File: src/rtl/burst_seq_pkg.sv
package burst_seq_pkg;
   // Order encoding on the static select pin
   typedef enum logic {
      ORD_LINEAR     = 1'b0,
      ORD_INTERLEAVE = 1'b1
   } order_e;

   // Linear step: offset added modulo the burst length
   function automatic logic [7:0] lin_offset(input logic [7:0] start, input logic [7:0] beat,
                                             input int unsigned bits);
      logic [7:0] sum;
      logic [7:0] msk;
      sum = start + beat;
      msk = 8'((1 << bits) - 1);
      return sum & msk;
   endfunction

   // Interleaved step: start bits XOR beat count
   function automatic logic [7:0] ilv_offset(input logic [7:0] start, input logic [7:0] beat);
      return start ^ beat;
   endfunction
endpackage

File: src/rtl/bseq_addr_hold.sv
module bseq_addr_hold #(
   parameter int unsigned ADDR_W     = 15,
   parameter int unsigned BURST_BITS = 2,
   localparam int unsigned UP_W      = ADDR_W - BURST_BITS
) (
   input  logic                  clk,
   input  logic                  rst_n,
   input  logic                  load,
   input  logic [ADDR_W-1:0]     addr_in,
   output logic [UP_W-1:0]       upper_q,
   output logic [BURST_BITS-1:0] start_q
);
   // Captured address, split into the frozen field and the burst start
   always_ff @(posedge clk or negedge rst_n) begin
      if (!rst_n) begin
         upper_q <= '0;
         start_q <= '0;
      end else if (load) begin
         upper_q <= addr_in[ADDR_W-1:BURST_BITS];
         start_q <= addr_in[BURST_BITS-1:0];
      end
   end
endmodule

File: src/rtl/bseq_beat_ctr.sv
module bseq_beat_ctr #(
   parameter int unsigned BURST_BITS = 2
) (
   input  logic                  clk,
   input  logic                  rst_n,
   input  logic                  load,
   input  logic                  adv_n,
   output logic [BURST_BITS-1:0] beat_q
);
   // Beats since the last load; free-running wrap gives the circular burst
   always_ff @(posedge clk or negedge rst_n) begin
      if (!rst_n)      beat_q <= '0;
      else if (load)   beat_q <= '0;
      else if (!adv_n) beat_q <= beat_q + 1'b1;
   end
endmodule

File: src/rtl/bseq_order_map.sv
module bseq_order_map #(
   parameter int unsigned BURST_BITS     = 2,
   parameter bit          HAS_INTERLEAVE = 1'b1
) (
   input  logic                  mode,
   input  logic [BURST_BITS-1:0] start_q,
   input  logic [BURST_BITS-1:0] beat_q,
   output logic [BURST_BITS-1:0] low_out
);
   import burst_seq_pkg::*;

   logic [BURST_BITS-1:0] lin_low;
   assign lin_low = start_q + beat_q;

   generate
      if (HAS_INTERLEAVE) begin : g_both
         logic [BURST_BITS-1:0] ilv_low;
         assign ilv_low = start_q ^ beat_q;
         always_comb begin
            unique case (order_e'(mode))
               ORD_INTERLEAVE: low_out = ilv_low;
               default:        low_out = lin_low;
            endcase
         end
      end else begin : g_lin_only
         logic unused_mode;
         assign unused_mode = mode;
         assign low_out     = lin_low;
      end
   endgenerate
endmodule

File: src/rtl/burst_addr_seq.sv
module burst_addr_seq #(
   parameter int unsigned ADDR_W         = 15,
   parameter int unsigned BURST_BITS     = 2,
   parameter bit          HAS_INTERLEAVE = 1'b1
) (
   input  logic              clk,
   input  logic              rst_n,
   input  logic              load,
   input  logic              adv_n,
   input  logic              mode,
   input  logic [ADDR_W-1:0] addr_in,
   output logic [ADDR_W-1:0] addr_out
);
   localparam int unsigned UP_W = ADDR_W - BURST_BITS;

   generate
      if (BURST_BITS < 1 || BURST_BITS > 8) begin : g_bad_bits
         $error("burst_addr_seq: BURST_BITS must be 1..8");
      end
      if (ADDR_W <= BURST_BITS) begin : g_bad_width
         $error("burst_addr_seq: ADDR_W must exceed BURST_BITS");
      end
   endgenerate

   logic [UP_W-1:0]       upper_q;
   logic [BURST_BITS-1:0] start_q;
   logic [BURST_BITS-1:0] beat_q;
   logic [BURST_BITS-1:0] low_out;

   bseq_addr_hold #(.ADDR_W(ADDR_W), .BURST_BITS(BURST_BITS)) u_hold (
      .clk     (clk),
      .rst_n   (rst_n),
      .load    (load),
      .addr_in (addr_in),
      .upper_q (upper_q),
      .start_q (start_q)
   );

   bseq_beat_ctr #(.BURST_BITS(BURST_BITS)) u_beat (
      .clk    (clk),
      .rst_n  (rst_n),
      .load   (load),
      .adv_n  (adv_n),
      .beat_q (beat_q)
   );

   bseq_order_map #(.BURST_BITS(BURST_BITS), .HAS_INTERLEAVE(HAS_INTERLEAVE)) u_map (
      .mode    (mode),
      .start_q (start_q),
      .beat_q  (beat_q),
      .low_out (low_out)
   );

   assign addr_out = {upper_q, low_out};
endmodule

File: config.mk
export PLATFORM = sky130hd
export DESIGN_NAME = burst_addr_seq
export DESIGN_NICKNAME = d
export VERILOG_FILES = /design/src/rtl/burst_seq_pkg.sv /design/src/rtl/bseq_addr_hold.sv /design/src/rtl/bseq_beat_ctr.sv /design/src/rtl/bseq_order_map.sv /design/src/rtl/burst_addr_seq.sv
export SDC_FILE = /design/constraint.sdc
export NUM_CORES = 1
export LEC_CHECK = 0
export ABC_AREA = 1
export BUFFER_PORTS_ARGS = -buffer_cell sky130_fd_sc_hd__buf_4
export CAP_MARGIN = 5
export CORE_MARGIN = 2
export CORE_UTILIZATION = 47
export DETAILED_ROUTE_END_ITERATION = 7
export PLACE_DENSITY = 0.86
export SYNTH_ARGS = -nofsm -noshare
export SYNTH_HDL_FRONTEND = slang
export SYNTH_SLANG_ARGS = --single-unit
File: constraint.sdc
create_clock -name clk -period 1.73 [get_ports clk]
set_clock_uncertainty 0.1 [all_clocks]
set_input_delay 0.2595 -clock clk [delete_from_list [all_inputs] [get_ports clk]]
set_output_delay 0.2595 -clock clk [all_outputs]
set_load 0.1 [all_outputs]
==> results of run 1 <==
[cell families (layout without fill, tap and decap cells)]
logic type               count (synthesis)  in the layout  share of synthesized area
buffers and inverters                   10             47                     0.0978
AO/OA/AOI/OAI                            4              4                     0.0265
flip-flops                              17             17                      0.564
AND/OR/NAND/NOR                         55             55                      0.295
adder cells (fa/ha/maj)                  1              1                     0.0166
[final cells by class]
cell class              count  share of cell area
flip-flops and latches     17               0.407
repair buffers             36               0.273
multi-input cells          60               0.246
inverters                   7              0.0299
clock buffers               4              0.0251
well taps                  16              0.0191
[worst max-delay path, cell delays in order (launching register included)]
cell	delay, ns
dfrtp_1	0.37
ha_2	0.19
inv_2	0.04
nor2_1	0.09
nand3_1	0.08
nand2_1	0.07
inv_2	0.04
buf_12	0.15
[per-layer routing]
layer / vias to the layer above / part of all wire / track usage / wire length, µm
li1: 335 / - / - / -
met1: 289 / 0.40 / 0.221 / 630
met2: 17 / 0.55 / 0.332 / 875
met3: 2 / 0.040 / 0.0245 / 63
met4: 0 / 0.0076 / 0.0364 / 12
met5: - / 0 / 0 / 0
[state kept, by name (all words and copies together), names as in the netlist]
name,flops
u_hold.upper_q,13
u_beat.beat_q,2
u_hold.start_q,2
[path summary, 6_finish.rpt]
path	start	endpoint	slack, ns	depth (start not counted)
min	addr_in[8]	u_hold.upper_q[6]	0.07	3
max reg2reg	u_beat.beat_q[0]	u_beat.beat_q[0]	0.76	3
max in group asynchronous	rst_n	u_beat.beat_q[1]	1.07	2
min reg2reg	u_hold.upper_q[12]	u_hold.upper_q[12]	0.38	2
max	u_beat.beat_q[0]	addr_out[1]	0.05	7
min in group asynchronous	rst_n	u_hold.upper_q[11]	0.26	2
[per-stage QoR]
stage | hold slack [ns] | setup slack [ns]
after global placement | 0.0293 | 0.292
after detailed placement | 0.0331 | 0.215
after floorplan | -0.136 | 0.0294
after global routing | 0.0766 | -0.0251
final | 0.0683 | 0.0477
after CTS | 0.0791 | 0.0181
[power breakdown]
group	switching, W	internal (W)	total [W]	leakage (nW)
clock	0.000116	0.0000894	0.000205	0.0150
combinational	0.000332	0.000109	0.000441	0.369
sequential	0.0000225	0.000431	0.000454	0.209
[timing repair]
action,CTS,global route
buffers inserted,1,0
pin swaps,0,2
setup endpoints to repair,1,1
endpoints found under the hold margin,17,0
gates resized for setup,4,2
hold buffers,1,0
[cells in the final DEF, fill, tap and decap left out]
master         count
inv_6              1
nor2_1             2
o21ai_0            2
dfrtp_1           17
inv_1              4
nand2_1           45
nand2_2            5
inv_2              2
buf_12             1
buf_4             34
clkbuf_1           1
clkbuf_4           3
a21oi_1            2
nand3_1            3
ha_2               1
dlygate4sd3_1      1
==> flow_summary.ini, run 1 <==
[outcome]
outcome = complete, no violations

[route]
num_vias = 643
wire_per_inst_um = 11.3
dr.first_iter.drc_count = 9
dr.pass1.iters = 4
wl_um = 1580
via_per_inst = 4.59
drc = 0
postRouteAntennaNets = 0

[clock_tree]
root_buffer = clkbuf_4
cts_buffer_depth = 2
cts_tree = built
insertion_delay_ns = 0.28
numCtsBuffers = 3
clk_pin_slew_worst_paths_ns = 0.10
clkSinkCount = 17
h-tree-depth = 1

[timing]
max_freq_mhz = 594
period_minus_slack_ns = 1.68
slew_viol_final = 0
final.setup.tns_ns = 0
setup_viol = 0
rsz0062_at_grt = true
hold_viol = 0
finalCritPeriodShare = 0.972
tightest_slew_ns = 0.283
relSlewSlack = 0.813

[power_and_ir_drop]
fin_total_pwr_w = 0.00110
p_leak_nw = 0.593
power_density_nw_per_um2 = 1050
peakVddDrop_v = 0.000785

[synthesis]
syn_inst = 87
netlist_top_cells_count = nand2_1, dfrtp_1, inv_1
yosys.cell_count.top_type = nand2_1
seq_area_frac_synth = 0.564
synth_fp_nets = 108
syn-cell-area_um2 = 754
async_reset_ff_frac = 1.00
synth-edff-count = 0
synth.top_cells.by_area = dfrtp_1, nand2_1, nand2_2
ys_types = 12
syn_avg_cell_area_um2 = 8.67
synth_top_area_cell = dfrtp_1
yosys_register_bits = 17
synth_ff_type = dfrtp_1
ys_warn_count = 0
yosysTopAreaCellShare = 0.564

[cells_and_area]
area.growth.synth_to_final_pct = 38.6
fin_nets = 146
fin_util = 0.694
regArea_um2 = 425
drive_above_1_share = 0.379
multiInputGateArea_um2 = 258
diodes = 0
final_area_um2 = 1050
fillers = 118
layout.cells.non_filler = 140

[critical_path]
crit_fanout = 2
critPathLaunchType = flop
critPathArrivalTime_ns = 1.32
end_kind = primary output
worstSetupPathType = reg -> out
worstPathRequired_ns = 1.37

[grt]
grt_overflow = 0
grt_pass1_wl_um = 2550
grt_max_degree = 18
grt_pass1_vias = 608
grt_usage = 0.179
grt_antenna_before_repair = 0

[flow_run]
max_cap_violations = 0

[placed_design]
dp_hpwl_um = 1120
dp.cells = 134
place_congestion = 0.707
place_area_um2 = 987
portBuffers = 34

[die]
start_util = 0.501
fp-row-count = 14
dieArea_um2 = 1940
core_um2 = 1510
die_y_um = 44.1
die_w_um = 44.1
pin_count = 35

[worst_hold_path]
hold_class = in -> reg
No activity file was read; power rests on OpenSTA's default activity.
==> run 2, diff against run 1 <==
--- a/config.mk
+++ b/config.mk
@@ -8,10 +8,11 @@
 export ABC_AREA = 1
 export BUFFER_PORTS_ARGS = -buffer_cell sky130_fd_sc_hd__buf_4
 export CAP_MARGIN = 5
+export CORE_ASPECT_RATIO = 0.9
 export CORE_MARGIN = 2
 export CORE_UTILIZATION = 47
 export DETAILED_ROUTE_END_ITERATION = 7
-export PLACE_DENSITY = 0.86
+export PLACE_DENSITY = 0.82
 export SYNTH_ARGS = -nofsm -noshare
 export SYNTH_HDL_FRONTEND = slang
 export SYNTH_SLANG_ARGS = --single-unit
==> constraint.sdc (replaced) <==
create_clock -name clk -period 2.04 [get_ports clk]
set_clock_uncertainty 0.1 [all_clocks]
set_input_delay 0.306 -clock clk [delete_from_list [all_inputs] [get_ports clk]]
set_output_delay 0.306 -clock clk [all_outputs]
set_load 0.1 [all_outputs]
==> run 2 against run 1 <==
Effect of this change:
- combinational power down 19%
- non-clock buffer count fell by 1
- hold slack better by 0.049 ns
- first-iteration DRC count fell by 67%
- critical path type unchanged
==> flow_summary.ini, run 2 (synthesis results as in run 1) <==
[outcome]
outcome = complete, no violations

[route]
wire_per_inst_um = 10.2
dr.pass1.iters = 2
via_per_inst = 4.32
postRouteAntennaNets = 0
wl_um = 1490
dr.first_iter.drc_count = 3
drc = 0
num_vias = 626

[worst_hold_path]
hold_path_end = u_hold.upper_q[0]
min_delay_path_depth = 3
worstHoldStart = addr_in[2]
hold_class = in -> reg

[timing]
final.setup.tns_ns = 0
rsz0062_at_grt = false
max_freq_mhz = 548
slew_viol_final = 0
setup_viol = 0
finalCritPeriodShare = 0.894
tightest_slew_ns = 0.282
hold_viol = 0
period_minus_slack_ns = 1.82
relSlewSlack = 0.814

[clock_tree]
clk_pin_slew_worst_paths_ns = 0.10
root_buffer = clkbuf_4
cts_tree = built
numCtsBuffers = 3
insertion_delay_ns = 0.28
cts_buffer_depth = 2
ctsResizeCount = 0
h-tree-depth = 1
clkSinkCount = 17

[grt]
grt_max_degree = 18
grt_usage = 0.180
grt_pass1_vias = 590
grt_overflow = 0
grt_pass1_wl_um = 2550
grt_antenna_before_repair = 0

[cells_and_area]
diodes = 0
drive_above_1_share = 0.350
final_common_cell = nand2_1
reg_top3 = u_hold.upper_q: 13 flops, u_beat.beat_q: 2 flops, u_hold.start_q: 2 flops
fin_nets = 145
regMostFlops = u_hold.upper_q
largest_register_ffs = 13
layout_common_cells = nand2_1, buf_4, dfrtp_1
fillers = 130
area.growth.synth_to_final_pct = 36.7

[die]
dieArea_um2 = 1940
die_w_um = 46.2
fp-row-count = 13
die_y_um = 42.0
core_um2 = 1480
pin_count = 35
start_util = 0.510

[critical_path]
r2r-end = u_beat.beat_q[0]
r2r_start = u_beat.beat_q[0]
cp_top_family = flip-flops
critPathMaxStageDelay_ns = 0.43
worstSetupPathType = reg -> out
worstPathRequired_ns = 1.63
worstSetupPathDepth = 7
regToRegSetupSlack_ns = 1.17
critPathLaunchType = flop
cpMaxStageDelayCell = dfrtp_1
critPathArrivalTime_ns = 1.42
crit_path_frequent_cell = inv_1
rr_worst_depth = 2
crit_fanout = 5
worst-path-buf-inv = 3
end_kind = primary output
worstPathCellList = ha_1, inv_1, nor2_1, nand3_1, nand2_1, inv_1, buf_4

[flow_run]
max_cap_violations = 0

[placed_design]
place_congestion = 0.735
portBuffers = 34
dp_hpwl_um = 1110

[power_and_ir_drop]
fin_total_pwr_w = 0.000919
peakVddDrop_v = 0.000462
p_leak_nw = 0.587
power_density_nw_per_um2 = 892
[run 2: cell count changes in the layout (fill, tap and decap cells not counted)]
cell,previous run,this run
inv_2,2,0
buf_12,1,0
inv_1,4,6
ha_2,1,0
ha_1,0,1
[run 2: final cells by class]
type | instances | area (µm²) | area share
flip-flops and latches | 17 | 425 | 0.413
repair buffers | 35 | 265 | 0.257
inverters | 7 | 31.3 | 0.0303
well taps | 22 | 27.5 | 0.0267
multi-input cells | 60 | 255 | 0.248
clock buffers | 4 | 26.3 | 0.0255
[run 2: timing repair]
item	CTS	global route
hold buffers	1	0
endpoints found under the hold margin	17	0
setup buffers	0	0
[run 2: worst max-delay path by stage]
| stage | slack, ns | endpoint | from |
|---|---|---|---|
| after floorplan | 0.29 | addr_out[1] | u_beat.beat_q[0] |
| after global placement | 0.55 | addr_out[1] | u_beat.beat_q[0] |
| after detailed placement | 0.51 | addr_out[1] | u_beat.beat_q[0] |
| after CTS | 0.20 | addr_out[1] | u_beat.beat_q[0] |
| after global routing | 0.1 | addr_out[1] | u_beat.beat_q[0] |
| final | 0.22 | addr_out[1] | u_beat.beat_q[0] |
[run 2: layer usage]
layer  global-route usage  vias up  routed length (µm)
met1                0.214      277                 640
met2                0.314       14                 783
met5                    0        -                   0
met3               0.0259        2                  51
met4               0.0686        0                   8
li1                     -      333                   -
[run 2: where the power goes]
part	total (W)	internal, W	leakage [nW]	switching (W)
combinational	0.000358	0.0000818	0.363	0.000277
sequential	0.000385	0.000366	0.209	0.0000196
clock	0.000176	0.0000757	0.0150	0.0000999
[run 2: through the flow]
step	utilization	cell area, µm²	setup slack [ns]	hold WS [ns]	std cells
final	0.697	1030	0.216	0.117	145
after CTS	0.697	1030	0.200	0.112	145
after global placement	0.672	995	0.552	0.0784	140
after floorplan	-	754	0.293	-0.0896	87
after global routing	0.697	1030	0.0984	0.112	145
after detailed placement	0.672	995	0.513	0.0812	140
[run 2: tightest hold or removal path, delay by kind of cell]
kind	cells	cell delay, ns
buffers and inverters	1	0.08
AND/OR/NAND/NOR	2	0.08
